[src/rtl/rqb_pkg.sv]
package rqb_pkg;
    // What an incoming request does to one column in the current cycle.
    typedef enum logic [1:0] {
        INS_NONE = 2'd0,
        INS_JOIN = 2'd1,
        INS_OPEN = 2'd2
    } ins_kind_e;
endpackage

[src/rtl/rqb_column.sv]
module rqb_column
    import rqb_pkg::*;
#(
    parameter int LANES  = 4,
    parameter int LANE_W = 2,
    parameter int SEQ_W  = 8,
    parameter int DATA_W = 16,
    parameter int TS_W   = 8
) (
    input  logic                     clk,
    input  logic                     rst_n,
    input  ins_kind_e                ins_kind,
    input  logic [SEQ_W-1:0]         ins_seq,
    input  logic [LANE_W-1:0]        ins_lane,
    input  logic [DATA_W-1:0]        ins_data,
    input  logic [TS_W-1:0]          ins_stamp,
    input  logic [LANES-1:0]         rm_lanes,
    output logic                     col_valid,
    output logic [SEQ_W-1:0]         col_seq,
    output logic [LANES-1:0]         col_mask,
    output logic [LANES*DATA_W-1:0]  col_data,
    output logic [TS_W-1:0]          col_stamp
);
    typedef struct packed {
        logic                              valid;
        logic [SEQ_W-1:0]                  seq;
        logic [LANES-1:0]                  mask;
        logic [LANES-1:0][DATA_W-1:0]      data;
        logic [TS_W-1:0]                   stamp;
    } col_t;

    col_t col_d, col_q;

    always_comb begin
        col_d      = col_q;
        col_d.mask = col_q.mask & ~rm_lanes;
        case (ins_kind)
            INS_JOIN: begin
                col_d.mask[ins_lane] = 1'b1;
                col_d.data[ins_lane] = ins_data;
            end
            INS_OPEN: begin
                col_d.valid          = 1'b1;
                col_d.seq            = ins_seq;
                col_d.stamp          = ins_stamp;
                col_d.mask           = '0;
                col_d.mask[ins_lane] = 1'b1;
                col_d.data[ins_lane] = ins_data;
            end
            default: ;
        endcase
        col_d.valid = col_d.valid && (|col_d.mask);
    end

    always_ff @(posedge clk) begin
        if (!rst_n) col_q <= '0;
        else        col_q <= col_d;
    end

    assign col_valid = col_q.valid;
    assign col_seq   = col_q.seq;
    assign col_mask  = col_q.mask;
    assign col_data  = col_q.data;
    assign col_stamp = col_q.stamp;
endmodule

[src/rtl/rqb_oldest_pick.sv]
module rqb_oldest_pick #(
    parameter int NUM_COLS = 4,
    parameter int WINDOW   = 2,
    parameter int SEQ_W    = 8,
    parameter int IDX_W    = 2
) (
    input  logic [NUM_COLS-1:0] col_valid,
    input  logic [SEQ_W-1:0]    col_seq [NUM_COLS],
    output logic [WINDOW-1:0]   pick_valid,
    output logic [IDX_W-1:0]    pick_idx [WINDOW]
);
    function automatic logic seq_older(input logic [SEQ_W-1:0] a, input logic [SEQ_W-1:0] b);
        logic [SEQ_W-1:0] diff;
        diff = a - b;
        return diff[SEQ_W-1];
    endfunction

    logic [NUM_COLS-1:0] taken;
    logic                found;
    logic [IDX_W-1:0]    best;

    // One pass per window slot; each pass takes the oldest column not yet taken.
    always_comb begin
        taken = '0;
        found = 1'b0;
        best  = '0;
        for (int w = 0; w < WINDOW; w++) begin
            found = 1'b0;
            best  = '0;
            for (int c = 0; c < NUM_COLS; c++) begin
                if (col_valid[c] && !taken[c] &&
                    (!found || seq_older(col_seq[c], col_seq[best]))) begin
                    found = 1'b1;
                    best  = IDX_W'(c);
                end
            end
            pick_valid[w] = found;
            pick_idx[w]   = best;
            if (found) taken[best] = 1'b1;
        end
    end
endmodule

[src/rtl/rqb_watchdog.sv]
module rqb_watchdog #(
    parameter int NUM_COLS    = 4,
    parameter int TS_W        = 8,
    parameter int STALL_LIMIT = 64
) (
    input  logic                clk,
    input  logic                rst_n,
    input  logic [NUM_COLS-1:0] col_valid,
    input  logic [TS_W-1:0]     col_stamp [NUM_COLS],
    output logic [TS_W-1:0]     now,
    output logic                stall
);
    typedef struct packed {
        logic [TS_W-1:0] cyc;
        logic            stall;
    } wd_t;

    wd_t wd_d, wd_q;
    logic [TS_W-1:0] age;

    always_comb begin
        wd_d     = wd_q;
        wd_d.cyc = wd_q.cyc + 1'b1;
        age      = '0;
        for (int c = 0; c < NUM_COLS; c++) begin
            age = wd_q.cyc - col_stamp[c];
            if (col_valid[c] && (age >= TS_W'(STALL_LIMIT))) wd_d.stall = 1'b1;
        end
    end

    always_ff @(posedge clk) begin
        if (!rst_n) wd_q <= '0;
        else        wd_q <= wd_d;
    end

    assign now   = wd_q.cyc;
    assign stall = wd_q.stall;
endmodule

[src/rtl/instr_req_buffer.sv]
module instr_req_buffer
    import rqb_pkg::*;
#(
    parameter int NUM_COLS    = 4,
    parameter int LANES       = 4,
    parameter int WINDOW      = 2,
    parameter int SEQ_W       = 8,
    parameter int DATA_W      = 16,
    parameter int STALL_LIMIT = 64,
    localparam int LANE_W     = $clog2(LANES),
    localparam int IDX_W      = $clog2(NUM_COLS),
    localparam int TS_W       = $clog2(STALL_LIMIT + 1) + 1
) (
    input  logic                            clk,
    input  logic                            rst_n,
    input  logic                            in_valid,
    output logic                            in_ready,
    input  logic [SEQ_W-1:0]                in_seq,
    input  logic [LANE_W-1:0]               in_lane,
    input  logic [DATA_W-1:0]               in_data,
    output logic [WINDOW-1:0]               win_valid,
    output logic [WINDOW*SEQ_W-1:0]         win_seq,
    output logic [WINDOW*LANES-1:0]         win_mask,
    output logic [WINDOW*LANES*DATA_W-1:0]  win_data,
    input  logic [WINDOW*LANES-1:0]         rm_mask,
    input  logic [SEQ_W-1:0]                q_seq,
    output logic                            q_done,
    output logic                            stall
);
    logic [NUM_COLS-1:0]       col_valid;
    logic [SEQ_W-1:0]          col_seq   [NUM_COLS];
    logic [LANES-1:0]          col_mask  [NUM_COLS];
    logic [LANES*DATA_W-1:0]   col_data  [NUM_COLS];
    logic [TS_W-1:0]           col_stamp [NUM_COLS];
    logic [LANES-1:0]          col_rm    [NUM_COLS];
    ins_kind_e                 col_kind  [NUM_COLS];

    logic [WINDOW-1:0]         pick_valid;
    logic [IDX_W-1:0]          pick_idx [WINDOW];
    logic [TS_W-1:0]           now;

    logic                      any_hit, any_free, lane_busy, fire;
    logic [IDX_W-1:0]          hit_idx, free_idx;

    // Group lookup and lowest free column
    always_comb begin
        any_hit  = 1'b0;
        hit_idx  = '0;
        any_free = 1'b0;
        free_idx = '0;
        for (int c = NUM_COLS - 1; c >= 0; c--) begin
            if (col_valid[c] && col_seq[c] == in_seq) begin
                any_hit = 1'b1;
                hit_idx = IDX_W'(c);
            end
            if (!col_valid[c]) begin
                any_free = 1'b1;
                free_idx = IDX_W'(c);
            end
        end
        lane_busy = col_mask[hit_idx][in_lane];
        in_ready  = any_hit ? !lane_busy : any_free;
        fire      = in_valid && in_ready;
        for (int c = 0; c < NUM_COLS; c++) begin
            col_kind[c] = INS_NONE;
            if (fire && any_hit && hit_idx == IDX_W'(c))        col_kind[c] = INS_JOIN;
            else if (fire && !any_hit && free_idx == IDX_W'(c)) col_kind[c] = INS_OPEN;
        end
    end

    // Route window removal masks back to columns; invalid slots drop their bits
    always_comb begin
        for (int c = 0; c < NUM_COLS; c++) begin
            col_rm[c] = '0;
            for (int w = 0; w < WINDOW; w++) begin
                if (pick_valid[w] && pick_idx[w] == IDX_W'(c))
                    col_rm[c] = col_rm[c] | rm_mask[w*LANES +: LANES];
            end
        end
    end

    always_comb begin
        q_done = 1'b1;
        for (int c = 0; c < NUM_COLS; c++) begin
            if (col_valid[c] && col_seq[c] == q_seq) q_done = 1'b0;
        end
    end

    for (genvar c = 0; c < NUM_COLS; c++) begin : g_col
        rqb_column #(
            .LANES(LANES), .LANE_W(LANE_W), .SEQ_W(SEQ_W),
            .DATA_W(DATA_W), .TS_W(TS_W)
        ) col_i (
            .clk(clk), .rst_n(rst_n),
            .ins_kind(col_kind[c]), .ins_seq(in_seq), .ins_lane(in_lane),
            .ins_data(in_data), .ins_stamp(now), .rm_lanes(col_rm[c]),
            .col_valid(col_valid[c]), .col_seq(col_seq[c]), .col_mask(col_mask[c]),
            .col_data(col_data[c]), .col_stamp(col_stamp[c])
        );
    end

    rqb_oldest_pick #(
        .NUM_COLS(NUM_COLS), .WINDOW(WINDOW), .SEQ_W(SEQ_W), .IDX_W(IDX_W)
    ) pick_i (
        .col_valid(col_valid), .col_seq(col_seq),
        .pick_valid(pick_valid), .pick_idx(pick_idx)
    );

    rqb_watchdog #(
        .NUM_COLS(NUM_COLS), .TS_W(TS_W), .STALL_LIMIT(STALL_LIMIT)
    ) wd_i (
        .clk(clk), .rst_n(rst_n), .col_valid(col_valid),
        .col_stamp(col_stamp), .now(now), .stall(stall)
    );

    for (genvar w = 0; w < WINDOW; w++) begin : g_win
        assign win_valid[w]                              = pick_valid[w];
        assign win_seq[w*SEQ_W +: SEQ_W]                 = pick_valid[w] ? col_seq[pick_idx[w]] : '0;
        assign win_mask[w*LANES +: LANES]                = pick_valid[w] ? col_mask[pick_idx[w]] : '0;
        assign win_data[w*LANES*DATA_W +: LANES*DATA_W]  = pick_valid[w] ? col_data[pick_idx[w]] : '0;
    end
endmodule

[config.mk]
export PLATFORM = sky130hd
export DESIGN_NAME = instr_req_buffer
export DESIGN_NICKNAME = d
export VERILOG_FILES = /design/src/rtl/rqb_pkg.sv /design/src/rtl/rqb_column.sv /design/src/rtl/rqb_oldest_pick.sv /design/src/rtl/rqb_watchdog.sv /design/src/rtl/instr_req_buffer.sv
export SDC_FILE = /design/constraint.sdc
export NUM_CORES = 1
export LEC_CHECK = 0
export BUFFER_PORTS_ARGS = -buffer_cell sky130_fd_sc_hd__buf_2
export CAP_MARGIN = 10
export CELL_PAD_IN_SITES_DETAIL_PLACEMENT = 1
export CELL_PAD_IN_SITES_GLOBAL_PLACEMENT = 1
export CORE_ASPECT_RATIO = 1.1
export CORE_UTILIZATION = 48
export CTS_CLUSTER_SIZE = 8
export DETAILED_ROUTE_END_ITERATION = 10
export PLACE_DENSITY = 0.95
export SYNTH_ARGS = -nofsm -noshare
export SYNTH_HDL_FRONTEND = slang
export SYNTH_SLANG_ARGS = --single-unit
[constraint.sdc]
create_clock -name clk -period 24.7 [get_ports clk]
set_input_delay 3.705 -clock clk [delete_from_list [all_inputs] [get_ports clk]]
set_output_delay 3.705 -clock clk [all_outputs]
set_load 0.01 [all_outputs]
==> metrics, run 1 <==
maximum fanout along the worst path=83; Final Skew=0.02385 ns; Filler Cell Count=5874; TNS Setup=0 ns; path depth of the worst reg2reg path=52; number of buffers inserted to repair setup after CTS=0; max-slew violation total from the final report=0; total non-filler cell area in the finished layout=around 25000 sq um; count of buffers inserted at the top-level ports=201; most frequent cell after synthesis=nand2_1; Syn Nets=3228; largest area contributor in the synthesized netlist=dfxtp_1; dominant synthesized flop cell=dfxtp_1; Layout area overhead=9.970%; relative slew slack=15.59%; clock period minus worst slack=21.23 ns; power per unit of standard cell area=53.45 nW/um^2; clock slew seen by the registers of the worst setup and hold paths=0.05 ns; start point of the worst min-delay path=g_col[3].col_i.col_stamp[6]; cell area after placement=between 20000 and 25000 sq um; Placeable Area=around 47000 sq um; full die area=48360 sq um; number of setup violations in the final report=0; maximum number of pins on one net before global-route repair=135; ratio of final minimum period to clock period=85.97%; share of cells above drive strength 1=approximately 12%; unrepaired setup endpoints after global routing=false; post-route antenna net violation count=0; #FFs+latches synth=349; number of optimization iterations in the first detailed-route pass=5; Skew-Pair Late Insertion Delay=0.60 ns; outcome=completed; TritonCTS clock tree=built; hold bufs inserted after CTS=0; Detailed Place HPWL=61.17 mm; worst reg2reg path endpoint=g_col[2].col_i.col_valid; number of enable flip-flop cells after synthesis=0; Crit. End Element=output pin; die width=about 210 um; total number of vias=~26000; cells after synthesis=3124; Worst Tran Pin Value=between 1 and 1.5 ns; FMAX=47.09 MHz; Post-synth ARST share=0%; total number of clock tree sinks=349; number of nets in the final layout=3210; critical path class=reg -> out; antenna violations before repair=7; # IOs=202; starting density of the core=48.77%; first-pass GRT wire length=153.0 mm; worst hold slack=0.4724 ns; average wire per standard cell=26.94 um; worst setup slack after placement=4.840 ns; CP Data Arrival Time=17.53 ns; min-delay worst type=reg -> reg; startpoint class of the critical path=register; leakage power summed over all cells=0.008397 uW; global placement routability congestion=approximately 0.98; average vias per placed instance=just under 7; master of the slowest instance on the critical path=a2111oi_0; DRC violations left=0; number of distinct library cells after synthesis=81; worst reg2reg setup slack=8.64 ns; maximum cell stage delay along the critical path=between 0.9 and 1 ns; number of buffers created by CTS=slightly below 50; Hold Path Cell Cnt=2; Final WS setup=about 3.5 ns; number of H-tree levels=2; buffer cell driving the clock tree root=clkbuf_16; Peak supply drop=0.05086 mV; Iteration-0 DRC Markers=2455; synthesis warning total=0; required time worst endpoint=21.00 ns; post-CTS sizing=0; Final Hold Vio Count=0; area of the mapped netlist=22790 sq um; Die Span Y=230.5 um; post-synth top area share=a little under a third; gr usage total=40.48%; Max clock buf depth=3; leading cell types by count after synthesis=nand2_1 (930), dfxtp_1 (349), a21boi_0 (323), clkbuf_1 (260), inv_1 (119); total gr overflow=0; synthesized area per cell=7.295 sq um; Total Wirelength=99.96 mm; number of global-route vias before repair=about 27000; worst hold endpoint=g_col[3].col_i.col_stamp[6]; launch instance of the worst register-to-register path=g_col[0].col_i.col_seq[4]; most area-consuming cells after synthesis=dfxtp_1 (31%), nand2_1 (15%), a21boi_0 (11%); sequential share of the synthesized area=a little under a third; placement row count=83; reported max-cap violation count=0
[metrics by stage]
stage / instances / total power, uW / util [%]
CTS: 3703 / 1334 / 53.59
global route: 3703 / 1368 / 53.59
finish: 3710 / 1340 / 53.63
detailed placement: 3650 / 729.3 / 50.84
floorplan: 3124 / 681.9 / -
global placement: 3650 / 722.9 / 50.84
[critical path: cells and delay by family (launching register included)]
| kind | cells | cell delay [ns] |
|---|---|---|
| compound gates | 26 | 8.51 |
| xor+xnor | 1 | 0.14 |
| fa+ha+maj | 5 | 1.48 |
| buf+inv | 6 | 2.48 |
| flops | 1 | 0.46 |
| mux | 1 | 0.31 |
| simple gates | 15 | 3.35 |
[power by group]
part	switching (uW)	total (uW)	leakage (uW)	internal, uW
Clock	257	613	0.000631	356
Combinational	100	145	0.00495	44.4
Sequential	10.7	582	0.00282	571
Total	368	1340	0.00840	972
[sequential cells by signal (all words and copies together) (netlist names)]
| signal | cells |
|---|---|
| g_col.col_i.col_data | 256 |
| g_col.col_i.col_stamp | 32 |
| wd_i.now | 8 |
| wd_i.stall | 1 |
| g_col.col_i.col_mask | 16 |
| g_col.col_i.col_valid | 4 |
| g_col.col_i.col_seq | 32 |
[how the worst max path moves through the flow]
stage	cells after the start	from	endpoint	slack (ns)
finish	54	g_col[0].col_i.col_seq[4]	win_mask[7]	3.47
global route	55	g_col[0].col_i.col_seq[6]	win_mask[6]	2.62
CTS	54	g_col[0].col_i.col_seq[4]	win_mask[4]	4.14
detailed placement	54	g_col[0].col_i.col_seq[4]	win_mask[4]	4.84
global placement	54	g_col[0].col_i.col_seq[3]	win_data[73]	5.54
floorplan	57	g_col[0].col_i.col_seq[4]	win_data[64]	8.95
[placed cells by master, fill, tap and decap left out, drive strengths merged, types with 33 or more instances in the layout]
master	n
o31ai	78
clkbuf	52
nand3	108
a21boi	324
xnor2	59
nand2	930
inv	119
a211oi	83
a21oi	108
nor2	65
buf	247
ha	59
o211ai	70
a2111oi	146
dfxtp	349
o21ai	33
[kinds of logic after synthesis]
family                     after synthesis  share of synthesized area [%]
AOI/OAI and AO/OA                      943                          31.91
buffers and inverters                  436                          7.494
xor gates and xnor gates                79                          3.151
muxes                                   17                         0.8125
DFF                                    349                          30.66
and+or+nand+nor                       1240                          22.69
adders and majority gates               60                          3.283
[per-layer routing]
metal	GRT usage, %	vias to the layer above	routed length, um	share of wire, %
li1	-	10900	-	-
met1	47.25	12450	37050	37
met2	66.18	1685	45660	46
met3	8.244	548	9801	9.8
met4	29.04	6	7411	7.4
met5	0	-	41	0.041
[cell type report]
class,instances,area (sq um),area share (%)
Antenna cell,7,17.52,0.06989
Clock buffer,52,1269,5.062
Clock inverter,1,16.27,0.06490
Inverter,120,450.4,1.797
Multi-Input combinational cell,2339,14220,56.74
Sequential cell,349,6987,27.88
Tap cell,595,744.5,2.970
Timing Repair Buffer,247,1358,5.417
(Power assumes the default switching activity.)
==> run 2: changes to the inputs <==
--- a/config.mk
+++ b/config.mk
@@ -10,10 +10,11 @@
 export CELL_PAD_IN_SITES_DETAIL_PLACEMENT = 1
 export CELL_PAD_IN_SITES_GLOBAL_PLACEMENT = 1
 export CORE_ASPECT_RATIO = 1.1
-export CORE_UTILIZATION = 48
+export CORE_UTILIZATION = 51
 export CTS_CLUSTER_SIZE = 8
 export DETAILED_ROUTE_END_ITERATION = 10
 export PLACE_DENSITY = 0.95
 export SYNTH_ARGS = -nofsm -noshare
 export SYNTH_HDL_FRONTEND = slang
+export SYNTH_HIERARCHICAL = 1
 export SYNTH_SLANG_ARGS = --single-unit
==> metrics, run 2 <==
number of H-tree levels=2 (unchanged); Crit. End Element=output pin; startpoint class of the critical path=register; full die area=44390 sq um (-8.2%); share of cells above drive strength 1=22.34% (+10 points); most frequent cell after synthesis=dfxtp_1; Final Hold Vio Count=0 (unchanged); Total Wirelength=98.65 mm (-1.3%); number of buffers inserted to repair setup after CTS=0 (unchanged); Worst setup endpoint=win_data[93]; max-slew violation total from the final report=0 (unchanged); dominant synthesized flop cell=dfxtp_1; path depth of the worst reg2reg path=53 (+1.9%); most utilized layer in the global route result=met2; Layout area overhead=11.44%; buffer cell driving the clock tree root=clkbuf_16; power per unit of standard cell area=53.11 nW/um^2 (-0.64%); critical path class=reg -> out; total number of vias=21680 (-15%); #FFs+latches synth=349 (unchanged); total number of clock tree sinks=349 (unchanged); Worst Tran Pin Value=1.371 ns (+0.1211 ns); placement row count=79 (-4.8%); Hold Path Cell Cnt=2 (unchanged); Skew-Pair Late Insertion Delay=0.60 ns (about the same); synthesis warning total=6 (+6); number of distinct library cells after synthesis=92 (+14%); maximum fanout along the worst path=47 (-43%); number of setup violations in the final report=0 (unchanged); Final Skew=0.02573 ns (+0.001879 ns); launch instance of the worst register-to-register path=g_col[0].col_i/col_seq[4]; CP Data Arrival Time=15.09 ns (-2.44 ns); Post-synth ARST share=0% (unchanged); Detailed Place HPWL=62.28 mm (+1.8%); total gr overflow=0 (unchanged); placed instance count=2938 (-20%); leading cell types by count after synthesis=dfxtp_1 (349), nor2_1 (246), a22oi_1 (208), and2_1 (165), mux4_2 (152); Syn Nets=2411 (-25%); required time worst endpoint=21.00 ns (about the same); commonest cells after routing, fill and taps aside=dfxtp_1 (349), nor2_1 (246), a22oi_1 (208), buf_2 (201), and2_1 (165); sequential share of the synthesized area=31.45% (+0.80 points); post-synth top area share=31.45% (+0.80 points); Iteration-0 DRC Markers=3037 (+24%); count of buffers inserted at the top-level ports=201 (unchanged); hold bufs inserted after CTS=0 (unchanged); portion of total power attributed to sequential cells=43.8% (+0.4 points); design internal power=958.1 uW (-1.4%); worst reg2reg path endpoint=g_col[2].col_i/col_valid; flip-flop count of the largest register, all copies and words added=256 (unchanged); GR Layer Usage met2=68.02% (+1.8 points); Die Span Y=220.9 um (-4.2%); area of the mapped netlist=22210 sq um (-2.5%); reported max-cap violation count=0 (unchanged); number of nets in the final layout=2540 (-21%); relative contribution of combinational cells to total power=9.3% (-1.5 points); TNS Setup=0 ns (unchanged); clock period minus worst slack=18.80 ns (-2.439 ns); largest area contributor in the synthesized netlist=dfxtp_1; master of the slowest instance on the critical path=o21ai_1; # IOs=202 (unchanged); first-pass GRT wire length=147.5 mm (-3.6%); ratio of final minimum period to clock period=76.09% (-9.9 points); cells after synthesis=2295 (-27%); share of total power consumed by net switching=27.12% (-0.33 points); post-route antenna net violation count=0 (unchanged); maximum number of pins on one net before global-route repair=104 (-23%); part of the power in the clock network=46.9% (+1.1 points); Filler Cell Count=4723 (-20%); met1 usage=49.02% (+1.8 points); global placement routability congestion=1.003 (+1.9%); start point of the worst min-delay path=g_col[1].col_i/col_stamp[1]; most area-consuming cells after synthesis=dfxtp_1 (31%), mux4_2 (15%), a22oi_1 (7.0%); worst setup path startpoint=g_col[0].col_i/col_seq[4]; relative slew slack=8.572% (-7.0 points); Placeable Area=42600 sq um (-8.8%); antenna violations before repair=9 (+2); Sw Pwr=356.5 uW (-3.0%); outcome=completed; number of global-route vias before repair=23190 (-14%); unrepaired setup endpoints after global routing=false; gr usage total=43.74% (+3.3 points); worst reg2reg setup slack=10.17 ns (+1.53 ns); TritonCTS clock tree=built; leakage power summed over all cells=0.009027 uW (+7.5%); FMAX=53.21 MHz (+13%); number of optimization iterations in the first detailed-route pass=6 (+1); clock slew seen by the registers of the worst setup and hold paths=0.05 ns (about the same); post-CTS sizing=0 (unchanged); most frequent cell on the critical path=ha_1; most common library cell in the layout ignoring fill and taps=dfxtp_1; synthesized area per cell=9.679 sq um (+33%); met3 layer usage reported by global route=14.39% (+6.1 points); non-filler instance count after layout=2997 (-19%); Peak supply drop=0.05310 mV (+4.4%); number of buffers created by CTS=49 (unchanged); Max clock buf depth=3 (unchanged); number of enable flip-flop cells after synthesis=0 (unchanged); average wire per standard cell=32.91 um (+22%); die width=201.0 um (-4.2%); min-delay worst type=reg -> reg; maximum cell stage delay along the critical path=0.96 ns (-0.02 ns); average vias per placed instance=7.234 (+4.9%); DRC violations left=0 (unchanged); starting density of the core=52.14% (+3.4 points)
==> run 2: cell count changes after synthesis, sizes merged, moves of 75 or more <==
cell | before | now
nor2 | 65 | 264
and2 | 14 | 165
a22oi | 0 | 208
clkbuf | 260 | 82
nor2b | 21 | 147
o31ai | 78 | 3
nand2 | 930 | 95
a21boi | 324 | 0
mux4 | 1 | 152
nand3 | 108 | 25
a2111oi | 146 | 3
==> run 2: power groups by stage <==
stage          sequential (uW)  clock, uW  combinational [uW]
2_1_floorplan              584          0                74.4
3_3_place_gp               586          0                 107
3_5_place_dp               587          0                 113
4_1_cts                    576        614                 116
5_1_grt                    576        633                 126
6_report                   576        617                 122
==> run 2: final cells by class <==
cell class / instances / area, sq um / share of cell area (%)
clock buffers: 49 / 1226 / 4.954
diodes: 4 / 10.01 / 0.04044
flip-flops and latches: 349 / 6987 / 28.22
repair buffers: 235 / 1265 / 5.110
clock inverters: 4 / 71.32 / 0.2881
multi-input cells: 1722 / 14230 / 57.50
well taps: 567 / 709.4 / 2.866
inverters: 67 / 251.5 / 1.016
==> run 2: kinds of logic after synthesis <==
group                      after synthesis  share of synthesized area (%)
xor gates and xnor gates                83                          3.374
DFF                                    349                          31.45
muxes                                  235                          19.23
buffers and inverters                  224                          4.664
AOI/OAI and AO/OA                      506                          16.99
and+or+nand+nor                        827                          20.29
adders and majority gates               71                          3.999
==> run 2: worst min path at each step <==
| stage | endpoint |
|---|---|
| after CTS | g_col[1].col_i/col_stamp[1] |
| final | g_col[1].col_i/col_stamp[1] |
| after floorplan | g_col[0].col_i/col_stamp[1] |
| after detailed placement | g_col[1].col_i/col_stamp[1] |
| after global placement | g_col[2].col_i/col_stamp[6] |
| after global routing | g_col[0].col_i/col_stamp[4] |
==> run 2: routing by layer <==
metal,share of wire [%],vias to the layer above,wire length (um)
met1,34,10620,33160
met3,12,662,11980
met2,45,1785,44230
met5,0.012,-,12
li1,-,8608,-
met4,9.4,2,9253
==> run 2: through the flow <==
step / setup slack [ns] / instance area (sq um) / power (uW) / hold WS, ns / utilization [%]
6_report: 5.905 / 24750 / 1315 / 0.4960 / 58.10
5_1_grt: 5.388 / 24740 / 1335 / 0.5147 / 58.08
4_1_cts: 6.319 / 24730 / 1305 / 0.4992 / 58.04
3_3_place_gp: 7.922 / 23430 / 693.6 / 0.4719 / 54.99
2_1_floorplan: 9.492 / 22210 / 658.3 / 0.4604 / -
3_5_place_dp: 7.162 / 23430 / 700.3 / 0.4867 / 54.99
==> run 2: critical path, delay by kind of cell, from the launching register on <==
kind | cells | cell delay (ns)
buffers and inverters | 3 | 1.05
adder cells (fa/ha/maj) | 5 | 1.55
flip-flops | 1 | 0.54
AND/OR/NAND/NOR | 14 | 3.25
XOR/XNOR | 1 | 0.12
AO/OA/AOI/OAI | 22 | 6.35
multiplexers | 4 | 1.53
